==> config.mk <==
export PLATFORM = sky130hd
export DESIGN_NAME = twowire_regslave
export DESIGN_NICKNAME = d
export VERILOG_FILES = /design/src/rtl/tw_pkg.sv /design/src/rtl/tw_sync.sv /design/src/rtl/tw_ctrl.sv /design/src/rtl/tw_regfile.sv /design/src/rtl/twowire_regslave.sv
export SDC_FILE = /design/constraint.sdc
export NUM_CORES = 2
export LEC_CHECK = 0
export ABC_AREA = 1
export BUFFER_PORTS_ARGS = -buffer_cell sky130_fd_sc_hd__buf_4
export CAP_MARGIN = 20
export CORE_AREA = 2 2 470 472
export DETAILED_ROUTE_END_ITERATION = 12
export DIE_AREA = 0 0 472 474
export PLACE_DENSITY_LB_ADDON = 0.1
export REMOVE_ABC_BUFFERS = 1
export SYNTH_ARGS = -nofsm -noshare
export SYNTH_HDL_FRONTEND = slang
export SYNTH_SLANG_ARGS = --single-unit
==> constraint.sdc <==
create_clock -name clk -period 2.25 [get_ports clk]
set_input_delay 0.225 -clock clk [delete_from_list [all_inputs] [get_ports clk]]
set_output_delay 0.225 -clock clk [all_outputs]
set_load 0.005 [all_outputs]
==> src/rtl/tw_pkg.sv <==
package tw_pkg;
   typedef enum logic [1:0] {
      TW_IDLE = 2'd0,
      TW_BITS = 2'd1,
      TW_ACK  = 2'd2,
      TW_SKIP = 2'd3
   } tw_state_t;

   localparam int TW_BYTE_W = 8;
   localparam int TW_XFER_BYTES = 3;
endpackage

==> src/rtl/tw_sync.sv <==
module tw_sync #(
   parameter int STAGES = 2
) (
   input  logic clk,
   input  logic rst_n,
   input  logic scl_i,
   input  logic sda_i,
   output logic scl_lvl,
   output logic sda_lvl,
   output logic scl_rise,
   output logic scl_fall,
   output logic start_det,
   output logic stop_det
);
   generate
      if (STAGES < 2) begin : g_bad_stages
         $error("tw_sync: STAGES must be at least 2");
      end
   endgenerate

   logic [STAGES-1:0] scl_ch;
   logic [STAGES-1:0] sda_ch;
   logic              scl_p;
   logic              sda_p;

   always_ff @(posedge clk or negedge rst_n) begin
      if (!rst_n) begin
         scl_ch <= '1;
         sda_ch <= '1;
         scl_p  <= 1'b1;
         sda_p  <= 1'b1;
      end else begin
         scl_ch <= {scl_ch[STAGES-2:0], scl_i};
         sda_ch <= {sda_ch[STAGES-2:0], sda_i};
         scl_p  <= scl_ch[STAGES-1];
         sda_p  <= sda_ch[STAGES-1];
      end
   end

   assign scl_lvl   = scl_ch[STAGES-1];
   assign sda_lvl   = sda_ch[STAGES-1];
   assign scl_rise  = scl_lvl & ~scl_p;
   assign scl_fall  = ~scl_lvl & scl_p;
   assign start_det = scl_lvl & scl_p & sda_p & ~sda_lvl;
   assign stop_det  = scl_lvl & scl_p & ~sda_p & sda_lvl;

   AST_BUS_EVENTS_EXCLUSIVE: assert property (@(posedge clk) disable iff (!rst_n)
      $onehot0({start_det, stop_det, scl_rise, scl_fall}));
endmodule

==> src/rtl/tw_ctrl.sv <==
module tw_ctrl
   import tw_pkg::*;
#(
   parameter logic [6:0] DEV_ADDR = 7'b0011010,
   parameter int         AW       = 7,
   parameter int         DW       = 9
) (
   input  logic          clk,
   input  logic          rst_n,
   input  logic          scl_lvl,
   input  logic          sda_lvl,
   input  logic          scl_rise,
   input  logic          scl_fall,
   input  logic          start_det,
   input  logic          stop_det,
   output logic          ack_drive,
   output logic          we,
   output logic [AW-1:0] waddr,
   output logic [DW-1:0] wdata
);
   localparam int HI_BITS = DW - TW_BYTE_W;
   localparam int CNT_W   = $clog2(TW_BYTE_W + 1);

   generate
      if (HI_BITS < 0 || AW + HI_BITS != TW_BYTE_W) begin : g_bad_split
         $error("tw_ctrl: AW plus the data bits above eight must fill one byte");
      end
   endgenerate

   tw_state_t              state;
   logic [CNT_W-1:0]       bit_cnt;
   logic [1:0]             byte_idx;
   logic [TW_BYTE_W-1:0]   shreg;
   logic [TW_BYTE_W-1:0]   ctrl_q;
   logic [TW_BYTE_W-1:0]   data_q;
   logic                   byte_done;

   assign byte_done = scl_fall && (bit_cnt == CNT_W'(TW_BYTE_W));

   always_ff @(posedge clk or negedge rst_n) begin
      if (!rst_n) begin
         state    <= TW_IDLE;
         bit_cnt  <= '0;
         byte_idx <= '0;
         shreg    <= '0;
         ctrl_q   <= '0;
         data_q   <= '0;
         we       <= 1'b0;
      end else begin
         we <= 1'b0;
         if (start_det) begin
            state    <= TW_BITS;
            bit_cnt  <= '0;
            byte_idx <= '0;
         end else if (stop_det) begin
            state    <= TW_IDLE;
         end else begin
            case (state)
               TW_BITS: begin
                  if (scl_rise) begin
                     shreg   <= {shreg[TW_BYTE_W-2:0], sda_lvl};
                     bit_cnt <= bit_cnt + 1'b1;
                  end else if (byte_done) begin
                     case (byte_idx)
                        2'd0: state <= (shreg == {DEV_ADDR, 1'b0}) ? TW_ACK : TW_SKIP;
                        2'd1: begin
                           ctrl_q <= shreg;
                           state  <= TW_ACK;
                        end
                        default: begin
                           data_q <= shreg;
                           state  <= TW_ACK;
                        end
                     endcase
                  end
               end
               TW_ACK: begin
                  if (scl_fall) begin
                     if (byte_idx == 2'(TW_XFER_BYTES - 1)) begin
                        we    <= 1'b1;
                        state <= TW_SKIP;
                     end else begin
                        byte_idx <= byte_idx + 1'b1;
                        bit_cnt  <= '0;
                        state    <= TW_BITS;
                     end
                  end
               end
               default: state <= state;
            endcase
         end
      end
   end

   assign ack_drive = (state == TW_ACK);
   assign waddr     = ctrl_q[TW_BYTE_W-1 -: AW];

   generate
      if (HI_BITS > 0) begin : g_split_value
         assign wdata = {ctrl_q[HI_BITS-1:0], data_q};
      end else begin : g_byte_value
         assign wdata = DW'(data_q);
      end
   endgenerate

   AST_WRITE_AFTER_THIRD_ACK: assert property (@(posedge clk) disable iff (!rst_n)
      we |-> ($past(state) == TW_ACK && $past(byte_idx) == 2'd2 && $past(scl_fall)));
   AST_START_RESTARTS: assert property (@(posedge clk) disable iff (!rst_n)
      start_det |=> (state == TW_BITS && bit_cnt == '0 && byte_idx == 2'd0));
   AST_STOP_TO_IDLE: assert property (@(posedge clk) disable iff (!rst_n)
      (stop_det && !start_det) |=> (state == TW_IDLE && !ack_drive));
   AST_ACK_BEGINS_LOW: assert property (@(posedge clk) disable iff (!rst_n)
      $rose(ack_drive) |-> !scl_lvl);
endmodule

==> src/rtl/tw_regfile.sv <==
module tw_regfile #(
   parameter int AW     = 7,
   parameter int DW     = 9,
   parameter bit RD_REG = 1'b1
) (
   input  logic          clk,
   input  logic          rst_n,
   input  logic          we_i,
   input  logic [AW-1:0] waddr_i,
   input  logic [DW-1:0] wdata_i,
   input  logic [AW-1:0] raddr_i,
   output logic [DW-1:0] rdata_o
);
   localparam int DEPTH = 1 << AW;

   generate
      if (DEPTH > 4096) begin : g_bad_depth
         $error("tw_regfile: AW too large for a flop register file");
      end
   endgenerate

   logic [DW-1:0] regs [DEPTH];

   always_ff @(posedge clk or negedge rst_n) begin
      if (!rst_n) begin
         for (int i = 0; i < DEPTH; i++) regs[i] <= '0;
      end else if (we_i) begin
         regs[waddr_i] <= wdata_i;
      end
   end

   generate
      if (RD_REG) begin : g_rd_flop
         always_ff @(posedge clk or negedge rst_n) begin
            if (!rst_n) rdata_o <= '0;
            else        rdata_o <= regs[raddr_i];
         end
      end else begin : g_rd_comb
         assign rdata_o = regs[raddr_i];
      end
   endgenerate

   AST_WRITE_LANDS: assert property (@(posedge clk) disable iff (!rst_n)
      we_i |=> (regs[$past(waddr_i)] == $past(wdata_i)));
endmodule

==> src/rtl/twowire_regslave.sv <==
module twowire_regslave #(
   parameter logic [6:0] DEV_ADDR      = 7'b0011010,
   parameter int         REG_AW        = 7,
   parameter int         REG_DW        = 9,
   parameter int         SYNC_STAGES   = 2,
   parameter bit         RD_REGISTERED = 1'b1
) (
   input  logic              clk,
   input  logic              rst_n,
   input  logic              scl_i,
   input  logic              sda_i,
   output logic              sda_oe_n,
   input  logic [REG_AW-1:0] rd_addr,
   output logic [REG_DW-1:0] rd_data
);
   logic              scl_lvl, sda_lvl, scl_rise, scl_fall, start_det, stop_det;
   logic              ack_drive, we;
   logic [REG_AW-1:0] waddr;
   logic [REG_DW-1:0] wdata;

   tw_sync #(.STAGES(SYNC_STAGES)) i_sync (
      .clk       (clk),
      .rst_n     (rst_n),
      .scl_i     (scl_i),
      .sda_i     (sda_i),
      .scl_lvl   (scl_lvl),
      .sda_lvl   (sda_lvl),
      .scl_rise  (scl_rise),
      .scl_fall  (scl_fall),
      .start_det (start_det),
      .stop_det  (stop_det)
   );

   tw_ctrl #(.DEV_ADDR(DEV_ADDR), .AW(REG_AW), .DW(REG_DW)) i_ctrl (
      .clk       (clk),
      .rst_n     (rst_n),
      .scl_lvl   (scl_lvl),
      .sda_lvl   (sda_lvl),
      .scl_rise  (scl_rise),
      .scl_fall  (scl_fall),
      .start_det (start_det),
      .stop_det  (stop_det),
      .ack_drive (ack_drive),
      .we        (we),
      .waddr     (waddr),
      .wdata     (wdata)
   );

   tw_regfile #(.AW(REG_AW), .DW(REG_DW), .RD_REG(RD_REGISTERED)) i_regs (
      .clk     (clk),
      .rst_n   (rst_n),
      .we_i    (we),
      .waddr_i (waddr),
      .wdata_i (wdata),
      .raddr_i (rd_addr),
      .rdata_o (rd_data)
   );

   assign sda_oe_n = ~ack_drive;

   AST_RESET_RELEASED: assert property (@(posedge clk) !rst_n |-> sda_oe_n);
endmodule

==> metrics.yaml <==
worst_pin_slew_ns: 0.607
yosys_warnings: 0
criticalPathCategory: "register to register"
start_util_pct: 24.9
grt_max_degree: 101
cts_resized: 0
ant_nets: 0
total_power_uw: 51400
synth_enable_flop_cells: 0
cts-root-buf: "clkbuf_16"
core_area_sq_mm: 0.219
place.gp.congestion: 0.812
ir_worst_vdd_mv: 0.816
cts_buffers: 153
track_usage_pct: 18.8
crit_family: "simple AND/OR/NAND/NOR gates"
synthArstFlopShare_pct: 100
clock_sinks: 1200
p_sw_share_pct: 25.8
crit_slowest_cell: "dfrtp_1"
ys_top_cells_by_area: "dfrtp_1 55%, nand2_1 17%, o21ai_0 9.8%, nand3_1 9.6%, clkbuf_1 2.3%"
wirelength_um: 212000
via_per_inst: 4.70
timing.fmax_mhz: 478
num_rows: 172
startpoint_type: "register"
max_stage_delay_ns: 0.46
wl_per_cell_um: 21.7
hpwlAfterDp_um: 136000
post_synth_instance_area_sq_mm: 0.0545
synthCells: 6740
fin_crit_ns: 2.09
cts_tree: "yes"
hold_viol: 0
pre_cts_slack_ns: -0.316
clock_latency_ns: 0.82
cts_buffer_depth: 3
fillers: 23600
outcome: "completed"
final-setup-viol-count: 0
p_leak_uw: 0.0283
drt_first_pass_iters: 5
internal_power_uw: 38200
path_buf_inv: 2
clockPowerShare_pct: 49.4
synth.avg_cell_area_sq_um: 8.08
skew_ns: 0.0332
die-height_um: 474
vias: 46000
fin_ws_ns: 0.160
crit_path_frequent_cell: "buf_4"
r2r_slack_ns: 0.16
yosysTopAreaCellShare_pct: 54.9
hold_path.class: "input port to register"
die_area_sq_mm: 0.224
path_clk_slew_ns: 0.06
powerDensity_mw_per_mm2: 783
p_switching_uw: 13300
boundaryPins: 21
crit_arrival_ns: 2.82
holdWs_ns: 0.0773
dieWidth_um: 472
cp_max_fo: 18
seqPwrFrac_pct: 42.8
htree_levels: 4
period_share_pct: 92.9
fin_nets: 6797
areaGrowthSynthToFinish_pct: 20.6
ys_seq_area_share_pct: 55.2
drtIter0Drc: 3413
ctsHoldBuffers: 7
grt_antenna_before_repair: 4
p_comb_share_pct: 7.8
synth_area_leader_cell: "dfrtp_1"
portBuffers: 20
worstPathCellList: "buf_4 > nor4_4 > buf_4 > nand2_2 > o21ai_0"
grt_pass1_vias: 45700
drc: 0
multiInputGateArea_sq_mm: 0.0220
slew_headroom_pct: 59.5
grt_pass1_wl_um: 318000
max_cap_viol_count: 0
regArea_sq_mm: 0.0300
final_max_slew_viol_count: 0
crit_required_ns: 2.98
synthDistinctLibCells: 32
cts_setup_buffers: 0
synth_seq_cells: 1200
end_kind: "register"
rsz0062_at_grt: "no"
synth-main-ff-cell: "dfrtp_1"
drive_gt1_share_pct: 11.3
overflow: 0
==> path summary, 6_finish.rpt <==
path | startpoint | end | cells after the start
worst max-delay path | i_ctrl.ctrl_q[2]$_DFFE_PN0P_ | i_regs.regs[461]$_DFFE_PN0P_ | 5
worst min-delay path | scl_i | i_sync.scl_ch[0]$_DFF_PN1_ | 2
worst max register to register | i_ctrl.ctrl_q[2]$_DFFE_PN0P_ | i_regs.regs[461]$_DFFE_PN0P_ | 5
worst min register to register | i_sync.scl_ch[0]$_DFF_PN1_ | i_sync.scl_ch[1]$_DFF_PN1_ | 0
max in group asynchronous | rst_n | i_regs.regs[1034]$_DFFE_PN0P_ | 5
min in group asynchronous | rst_n | i_regs.regs[283]$_DFFE_PN0P_ | 3
==> cells by family (layout without fill, tap and decap cells) <==
kind of cell / count (synthesis) / after routing / share of synthesized area, %
buf+inv: 575 / 737 / 4.42
simple gates: 3770 / 3770 / 29.3
other cells: 0 / 3 / 0
flops: 1200 / 1200 / 55.2
compound gates: 1188 / 1188 / 10.9
fa+ha+maj: 7 / 7 / 0.161
==> placed cells by master, fill, tap and decap left out, drive strengths merged <==
master       netlist  layout
nor4               7       7
nor2             142     142
dlygate4sd3        0       6
clkinvlp           0       2
a21oi            111     111
or4                1       1
bufinv             0       8
buf              158     393
or2                2       2
a31oi              1       1
nand3           1052    1052
clkinv             4      24
dfstp              6       6
clkbuf           357     241
nor3              18      18
ha                 7       7
nor3b              1       1
nand2           2542    2542
nand4              5       5
inv               56      63
o21ai           1076    1076
diode              0       3
dfrtp           1194    1194
==> Yosys cell counts, types with 5 or more instances <==
library cell     n
inv_2           11
nor2_1         123
nor3_4           6
buf_4           15
a21oi_1        111
ha_1             7
inv_1           43
dfstp_2          6
nand2_1       2457
o21ai_1         12
nand4_1          5
clkbuf_1       328
buf_6            6
nor4_4           6
nor2_2          19
clkbuf_2        29
nand2_2         85
buf_2           85
nand3_1       1049
nor3_1          10
dfrtp_1       1194
buf_1           52
o21ai_0       1064
==> power groups by stage <==
stage	sequential, uW	combinational [uW]	clock [uW]
after detailed placement	22400	4100	0
after floorplan	22300	1470	0
after global routing	22000	4440	27000
final	22000	4030	25400
after global placement	22400	4110	0
after CTS	22000	4120	26200
==> per-layer routing <==
| metal | track usage, % | up-vias | share of wire [%] |
|---|---|---|---|
| met5 | 0 | - | 0 |
| met4 | 4.65 | 0 | 2.1 |
| met3 | 2.51 | 229 | 3.7 |
| met2 | 29.7 | 869 | 45 |
| met1 | 27.2 | 22500 | 49 |
| li1 | - | 22300 | - |
==> cell type report <==
class / count / area share [%]
clock inverter: 37 / 0.817
sequential: 1200 / 45.7
clock buffer: 241 / 7.05
multi-input combinational: 4965 / 33.5
inverter: 60 / 0.449
antenna: 3 / 0.0114
timing repair buffer: 399 / 6.97
tap: 2871 / 5.47
==> per-stage QoR <==
step	area, sq um	utilization, %	std cells	setup TNS, ns
2_1_floorplan	52300	-	6225	-33.14
3_3_place_gp	60400	27.6	9488	-1.69
3_5_place_dp	60400	27.6	9488	-1.49
4_1_cts	65700	30.0	9773	0
5_1_grt	65700	30.0	9774	0
6_report	65700	30.0	9776	0
==> registers in the layout (all words and copies together), names as in the netlist, 2 cells and up <==
name             count
i_regs.regs       1152
i_ctrl.state         2
i_ctrl.shreg         8
i_sync.scl_ch        2
i_sync.sda_ch        2
i_ctrl.bit_cnt       4
i_ctrl.data_q        8
i_ctrl.byte_idx      2
i_ctrl.ctrl_q        8
i_regs.rdata_o       9
Note: power is estimated with default switching activity, not from simulation.
